--- src/rtl/sbp_pkg.sv ---
package sbp_pkg;
  typedef enum logic [1:0] {
    SEL_DATA = 2'b00,
    SEL_CTRL = 2'b01,
    SEL_RSV2 = 2'b10,
    SEL_RSV3 = 2'b11
  } sel_e;

  localparam int ST_OBF_N  = 7;
  localparam int ST_IE_OUT = 6;
  localparam int ST_IBF    = 5;
  localparam int ST_IE_IN  = 4;
  localparam int ST_INTR   = 3;

  localparam int CTRL_IE_IN  = 0;
  localparam int CTRL_IE_OUT = 1;
endpackage

--- src/rtl/sbp_sync.sv ---
module sbp_sync #(
  parameter int STAGES = 2,
  parameter int WIDTH  = 1,
  parameter logic [WIDTH-1:0] RST_VAL = '0
) (
  input  logic             clk,
  input  logic             rst,
  input  logic [WIDTH-1:0] d,
  output logic [WIDTH-1:0] q
);
  logic [STAGES-1:0][WIDTH-1:0] chain;

  always_ff @(posedge clk) begin
    if (rst) begin
      chain <= {STAGES{RST_VAL}};
    end else begin
      chain[0] <= d;
      for (int i = 1; i < STAGES; i++) chain[i] <= chain[i-1];
    end
  end

  assign q = chain[STAGES-1];
endmodule

--- src/rtl/sbp_bus_if.sv ---
module sbp_bus_if
  import sbp_pkg::*;
#(
  parameter int DW = 8
) (
  input  logic          clk,
  input  logic          rst,
  input  logic          cs_n,
  input  logic          rd_n,
  input  logic          wr_n,
  input  logic [1:0]    addr,
  input  logic [DW-1:0] wdata,
  input  logic [DW-1:0] in_byte,
  input  logic [DW-1:0] status,
  output logic [DW-1:0] rdata,
  output logic [DW-1:0] out_byte,
  output logic          ie_in,
  output logic          ie_out,
  output logic          data_wr_rise,
  output logic          data_wr_fall,
  output logic          data_rd_rise,
  output logic          data_rd_fall
);
  logic          rd_prev, wr_prev;
  logic          wr_sel_data, wr_sel_ctrl, rd_sel_data;
  logic [DW-1:0] wr_hold;
  logic          hit_data, hit_ctrl, wr_rise_any, ctrl_wr_rise;

  assign hit_data = !cs_n && (addr == SEL_DATA);
  assign hit_ctrl = !cs_n && (addr == SEL_CTRL);

  assign wr_rise_any  = !wr_prev && wr_n;
  assign data_wr_rise = wr_rise_any && wr_sel_data;
  assign ctrl_wr_rise = wr_rise_any && wr_sel_ctrl;
  assign data_wr_fall = wr_prev && !wr_n && hit_data;
  assign data_rd_rise = !rd_prev && rd_n && rd_sel_data;
  assign data_rd_fall = rd_prev && !rd_n && hit_data;

  always_ff @(posedge clk) begin
    if (rst) begin
      rd_prev     <= 1'b1;
      wr_prev     <= 1'b1;
      wr_sel_data <= 1'b0;
      wr_sel_ctrl <= 1'b0;
      rd_sel_data <= 1'b0;
      wr_hold     <= '0;
      out_byte    <= '0;
      ie_in       <= 1'b0;
      ie_out      <= 1'b0;
      rdata       <= '0;
    end else begin
      rd_prev <= rd_n;
      wr_prev <= wr_n;

      if (!wr_n) begin
        wr_sel_data <= hit_data;
        wr_sel_ctrl <= hit_ctrl;
        wr_hold     <= wdata;
      end else begin
        wr_sel_data <= 1'b0;
        wr_sel_ctrl <= 1'b0;
      end

      if (!rd_n) rd_sel_data <= hit_data;
      else       rd_sel_data <= 1'b0;

      if (data_wr_rise) out_byte <= wr_hold;
      if (ctrl_wr_rise) begin
        ie_in  <= wr_hold[CTRL_IE_IN];
        ie_out <= wr_hold[CTRL_IE_OUT];
      end

      if (!rd_n && hit_data)      rdata <= in_byte;
      else if (!rd_n && hit_ctrl) rdata <= status;
      else                        rdata <= '0;
    end
  end
endmodule

--- src/rtl/sbp_handshake.sv ---
module sbp_handshake #(
  parameter int DW = 8
) (
  input  logic          clk,
  input  logic          rst,
  input  logic          stb_low_s,
  input  logic          ack_low_s,
  input  logic [DW-1:0] pin_in,
  input  logic [DW-1:0] out_byte,
  input  logic          data_wr_rise,
  input  logic          data_wr_fall,
  input  logic          data_rd_rise,
  input  logic          data_rd_fall,
  input  logic          ie_in,
  input  logic          ie_out,
  output logic          obf_n,
  output logic          ibf,
  output logic          intr,
  output logic [DW-1:0] in_byte,
  output logic [DW-1:0] pin_out,
  output logic          pin_oe,
  output logic          stb_fall_ev,
  output logic          ack_fall_ev
);
  logic stb_prev, ack_prev;
  logic stb_rise_ev, ack_rise_ev;
  logic irq_in, irq_out, irq_in_d, irq_out_d;

  assign stb_fall_ev = stb_low_s && !stb_prev;
  assign stb_rise_ev = !stb_low_s && stb_prev;
  assign ack_fall_ev = ack_low_s && !ack_prev;
  assign ack_rise_ev = !ack_low_s && ack_prev;

  always_comb begin
    irq_in_d = irq_in;
    if (stb_rise_ev)       irq_in_d = 1'b1;
    else if (data_rd_fall) irq_in_d = 1'b0;
    irq_out_d = irq_out;
    if (ack_rise_ev)       irq_out_d = 1'b1;
    else if (data_wr_fall) irq_out_d = 1'b0;
  end

  always_ff @(posedge clk) begin
    if (rst) begin
      stb_prev <= 1'b0;
      ack_prev <= 1'b0;
      obf_n    <= 1'b1;
      ibf      <= 1'b0;
      irq_in   <= 1'b0;
      irq_out  <= 1'b0;
      intr     <= 1'b0;
      in_byte  <= '0;
      pin_out  <= '0;
      pin_oe   <= 1'b0;
    end else begin
      stb_prev <= stb_low_s;
      ack_prev <= ack_low_s;

      if (data_wr_rise)     obf_n <= 1'b0;
      else if (ack_fall_ev) obf_n <= 1'b1;

      if (stb_fall_ev) begin
        ibf     <= 1'b1;
        in_byte <= pin_in;
      end else if (data_rd_rise) begin
        ibf <= 1'b0;
      end

      irq_in  <= irq_in_d;
      irq_out <= irq_out_d;
      intr    <= (ie_in && irq_in_d) || (ie_out && irq_out_d);

      pin_out <= out_byte;
      pin_oe  <= ack_low_s && !stb_low_s;
    end
  end
endmodule

--- src/rtl/strobed_bidir_port.sv ---
module strobed_bidir_port
  import sbp_pkg::*;
#(
  parameter int DW          = 8,
  parameter int SYNC_STAGES = 2
) (
  input  logic          clk,
  input  logic          rst,
  input  logic          cs_n,
  input  logic          rd_n,
  input  logic          wr_n,
  input  logic [1:0]    addr,
  input  logic [DW-1:0] wdata,
  output logic [DW-1:0] rdata,
  input  logic [DW-1:0] pin_in,
  output logic [DW-1:0] pin_out,
  output logic          pin_oe,
  input  logic          stb_n,
  input  logic          ack_n,
  output logic          obf_n,
  output logic          ibf,
  output logic          intr
);
  logic [1:0]    hs_sync;
  logic          stb_low_s, ack_low_s;
  logic [DW-1:0] in_byte, out_byte, status;
  logic          ie_in, ie_out;
  logic          data_wr_rise, data_wr_fall, data_rd_rise, data_rd_fall;
  logic          stb_fall_ev, ack_fall_ev;

  sbp_sync #(.STAGES(SYNC_STAGES), .WIDTH(2), .RST_VAL(2'b11)) u_sync (
    .clk (clk),
    .rst (rst),
    .d   ({ack_n, stb_n}),
    .q   (hs_sync)
  );

  assign stb_low_s = !hs_sync[0];
  assign ack_low_s = !hs_sync[1];

  always_comb begin
    status            = '0;
    status[ST_OBF_N]  = obf_n;
    status[ST_IE_OUT] = ie_out;
    status[ST_IBF]    = ibf;
    status[ST_IE_IN]  = ie_in;
    status[ST_INTR]   = intr;
  end

  sbp_bus_if #(.DW(DW)) u_bus (
    .clk          (clk),
    .rst          (rst),
    .cs_n         (cs_n),
    .rd_n         (rd_n),
    .wr_n         (wr_n),
    .addr         (addr),
    .wdata        (wdata),
    .in_byte      (in_byte),
    .status       (status),
    .rdata        (rdata),
    .out_byte     (out_byte),
    .ie_in        (ie_in),
    .ie_out       (ie_out),
    .data_wr_rise (data_wr_rise),
    .data_wr_fall (data_wr_fall),
    .data_rd_rise (data_rd_rise),
    .data_rd_fall (data_rd_fall)
  );

  sbp_handshake #(.DW(DW)) u_hs (
    .clk          (clk),
    .rst          (rst),
    .stb_low_s    (stb_low_s),
    .ack_low_s    (ack_low_s),
    .pin_in       (pin_in),
    .out_byte     (out_byte),
    .data_wr_rise (data_wr_rise),
    .data_wr_fall (data_wr_fall),
    .data_rd_rise (data_rd_rise),
    .data_rd_fall (data_rd_fall),
    .ie_in        (ie_in),
    .ie_out       (ie_out),
    .obf_n        (obf_n),
    .ibf          (ibf),
    .intr         (intr),
    .in_byte      (in_byte),
    .pin_out      (pin_out),
    .pin_oe       (pin_oe),
    .stb_fall_ev  (stb_fall_ev),
    .ack_fall_ev  (ack_fall_ev)
  );
endmodule

--- config.mk ---
export PLATFORM = sky130hd
export DESIGN_NAME = strobed_bidir_port
export DESIGN_NICKNAME = d
export VERILOG_FILES = /design/src/rtl/sbp_pkg.sv /design/src/rtl/sbp_sync.sv /design/src/rtl/sbp_bus_if.sv /design/src/rtl/sbp_handshake.sv /design/src/rtl/strobed_bidir_port.sv
export SDC_FILE = /design/constraint.sdc
export NUM_CORES = 1
export LEC_CHECK = 0
export BUFFER_PORTS_ARGS = -buffer_cell sky130_fd_sc_hd__buf_4
export CELL_PAD_IN_SITES_DETAIL_PLACEMENT = 1
export CELL_PAD_IN_SITES_GLOBAL_PLACEMENT = 1
export CORE_MARGIN = 3
export CORE_UTILIZATION = 40
export DETAILED_ROUTE_END_ITERATION = 7
export PLACE_DENSITY_LB_ADDON = 0.1
export SYNTH_ARGS = -nofsm -noshare
export SYNTH_HDL_FRONTEND = slang
export SYNTH_SLANG_ARGS = --single-unit
--- constraint.sdc ---
create_clock -name clk -period 1.33 [get_ports clk]
set_input_delay 0.1995 -clock clk [delete_from_list [all_inputs] [get_ports clk]]
set_output_delay 0.1995 -clock clk [all_outputs]
set_load 0.02 [all_outputs]
==> summary.txt <==
Status
  – Status: finished, final reports clean

Finish
  – Share of cells above drive strength 1: 0.3205
  – Number of antenna diodes: 0
  – Fin area: 2539 µm²
  – Non-filler instance count after layout: roughly 290
  – Fillers: 489
  – Nets: 254
  – Register area: 1181 µm²
  – Footprint of the multi-input gates: ~710 µm²
  – Area growth syn-to-layout: 31.07%

Clock network
  – Post-CTS setup buffers: 0
  – H-tree Lvls: 3
  – Clock slew at reported path FFs: 0.06 ns
  – # clock sinks: slightly below 60
  – Resized Gates After CTS: 0
  – Clk root buf: clkbuf_8
  – Bufs on Longest Clock Path: 2
  – TritonCTS buffer count: 9
  – CTS tree: built
  – Clock Latency Late Sink: between 0.3 and 0.4 ns
  – CTS Hold Bufs: 0

Critical path
  – Critical path, cell by cell: a21oi_1, a311oi_2, a22o_1
  – Buf+Inv Stages, Crit Path: 0
  – CP Launch Type: flop
  – CP max stage delay: 0.55 ns
  – Crit-path slowest cell: dfxtp_1
  – Crit-path max FO: 11
  – Worst EP arrival: 1.45 ns
  – Crit path kind: reg2reg
  – Worst setup EP type: flop
  – WP data required: ~1.6 ns
  – Kind of cell adding the most delay to the critical path: compound AO/OA/AOI/OAI gates

Power and ir drop
  – Leakage power: 0.001155 µW
  – Seq pwr share: 0.497
  – Pwr/cell area: 1452 nW/µm²
  – Sw Ratio: 0.2044
  – NetSw: 753.5 µW
  – P_int: a little under 3000 µW
  – Combinational Power Share: 0.052
  – Clock power frac: 0.451
  – Max IR drop VDD: 0.6726 mV

STA
  – Fmax: 846.2 MHz
  – Total negative slack: 0 ns
  – Worst slew pin tran: about 0.38 ns
  – Period utilization: 0.8886
  – Slew Limit Fails: 0
  – Hold Vio Cnt, Final: 0
  – Tmin final: 1.182 ns
  – Post-Route Skew: 0.005097 ns
  – Rel. slew slack: 0.7431
  – Final Hold Slack: between 0.06 and 0.07 ns
  – Final worst setup slack: around 0.15 ns
  – RSZ-0062 raised after global routing: no
  – Final setup fails: 0

Logic synthesis
  – Post-Syn Area per Cell: between 10 and 15 µm²
  – Cell Area, Synth: roughly 1900 µm²
  – Ys Warns: 0
  – Cell accounting for the most synthesized area: dfxtp_1
  – Dominant cells by area after synthesis: dfxtp_1 61%, mux2i_1 9.3%, nor2_1 4.7%
  – Top-count cell post-synth: dfxtp_1
  – Commonest cells in the netlist: 59 x dfxtp_1, 24 x nor2_1, 18 x mux2i_1
  – Prevailing post-synth register cell: dfxtp_1
  – Post-synth net total: between 200 and 250
  – Yosys top cell area share: 0.6098
  – FFs w/ async S/R, synth: 0
  – Distinct cells, synth: 26
  – Gate count of the mapped netlist: 178
  – EDFF count, synth: 0
  – Yosys reg bits: 59
  – Sequential share of the synthesized area: 0.6098

Global route
  – Initial antenna violation count: 0
  – First-pass GRT wire length: 7065 µm
  – GR Util All Layers: 0.1732
  – Vias in the first global route: between 1500 and 2000
  – Grt total ovfl: 0
  – Pin count of the biggest net entering global routing: 31

Floorplanning
  – FP Rows: 24
  – DIE AREA: 5713 µm²
  – Initial cell density of the core: 0.4300
  – Chip height: about 76 µm
  – Die W: 75.59 µm
  – Io pins: 45
  – Core area: approximately 4500 µm²

Placement
  – DP Area: 2332 µm²
  – Placed cells: 270
  – Place WS: 0.1530 ns
  – Final Wtd Congestion: 0.6919
  – Post-DP HPWL: a little over 3000 µm
  – I/O Buffers: 44

Drt
  – DR DRC count: 0
  – Final ANT Viol Nets: 0
  – Initial drt markers: 37
  – Vias per cell: 5.031
  – WL/cell: roughly 15 µm
  – DRT Wirelength: approximately 4300 µm
  – Vias: 1439
  – Drt pass-1 iters: 4

Flow run
  – Max Cap Viol: 0

Min path
  – Hold crit path type: in2reg
## registers in the layout, indices dropped and copies added (netlist names), 2 cells and up
name            cells
u_bus.rdata         8
u_hs.in_byte        8
u_bus.out_byte      8
u_hs.pin_out        8
u_sync.q            2
u_sync.chain        2
u_bus.wr_hold       8
## kinds of logic (layout without fill, tap and decap cells)
logic type      after synthesis  count (layout)  share of synthesized area
mux                          18              18                    0.09302
flops                        59              59                     0.6098
compound gates               28              28                    0.09237
buf+inv                       9              65                    0.02584
simple gates                 64              64                     0.1789
## cell usage in the layout (no fill, tap or decap)
master | synthesis | final
dfxtp_1 | 59 | 59
buf_4 | 2 | 48
nor2_1 | 24 | 24
mux2i_1 | 18 | 18
clkbuf_8 | 0 | 12
a21oi_1 | 11 | 11
nor2b_1 | 10 | 10
nand2_1 | 10 | 10
o21ai_0 | 9 | 9
or2_2 | 5 | 5
a22o_1 | 4 | 4
and2_1 | 4 | 4
nand3b_1 | 3 | 3
clkbuf_1 | 5 | 3
a22o_2 | 2 | 2
nor2_2 | 1 | 1
nor3_1 | 1 | 1
a311oi_1 | 1 | 1
a311oi_2 | 1 | 1
or3_4 | 1 | 1
or2_4 | 1 | 1
nor2_8 | 1 | 1
or3b_1 | 1 | 1
nand2b_1 | 1 | 1
nor2_4 | 1 | 1
bufinv_16 | 0 | 1
buf_12 | 0 | 1
## power groups by stage
stage	clock (µW)	sequential, µW	combinational [µW]
6_report	1660	1830	191
5_1_grt	1800	1840	210
4_1_cts	1710	1830	196
3_5_place_dp	0	1870	193
3_3_place_gp	0	1870	182
2_1_floorplan	0	1870	99.9
## worst paths after layout
check / slack, ns / depth (start not counted) / end / startpoint
setup reg to reg: 0.15 / 3 / u_hs.intr / u_hs.stb_prev
setup / recovery: 0.15 / 3 / u_hs.intr / u_hs.stb_prev
hold reg to reg: 0.43 / 1 / u_sync.q[1] / u_sync.chain[1]
hold / removal: 0.07 / 2 / u_sync.chain[0] / stb_n
## final cells by class
class | instances | area share
Sequential cell | 59 | 0.4653
Multi-Input combinational cell | 110 | 0.2780
Timing Repair Buffer | 49 | 0.1498
Clock buffer | 15 | 0.06949
Tap cell | 52 | 0.02563
Clock inverter | 1 | 0.01183
## layer usage
layer	wire (µm)	up-vias	share of wire	global-route usage
li1	-	699	-	-
met1	1825	705	0.42	0.1861
met2	2251	30	0.52	0.2943
met3	204	5	0.047	0.08839
met4	36	0	0.0083	0.05825
met5	0	-	0	0
## per-stage QoR
stage                     total power [µW]    util
after detailed placement              2065  0.5178
after floorplan                       1966       -
after global routing                  3847  0.5636
after CTS                             3735  0.5636
after global placement                2052  0.5178
final                                 3686  0.5636
Power figures use the tool's default switching activity.
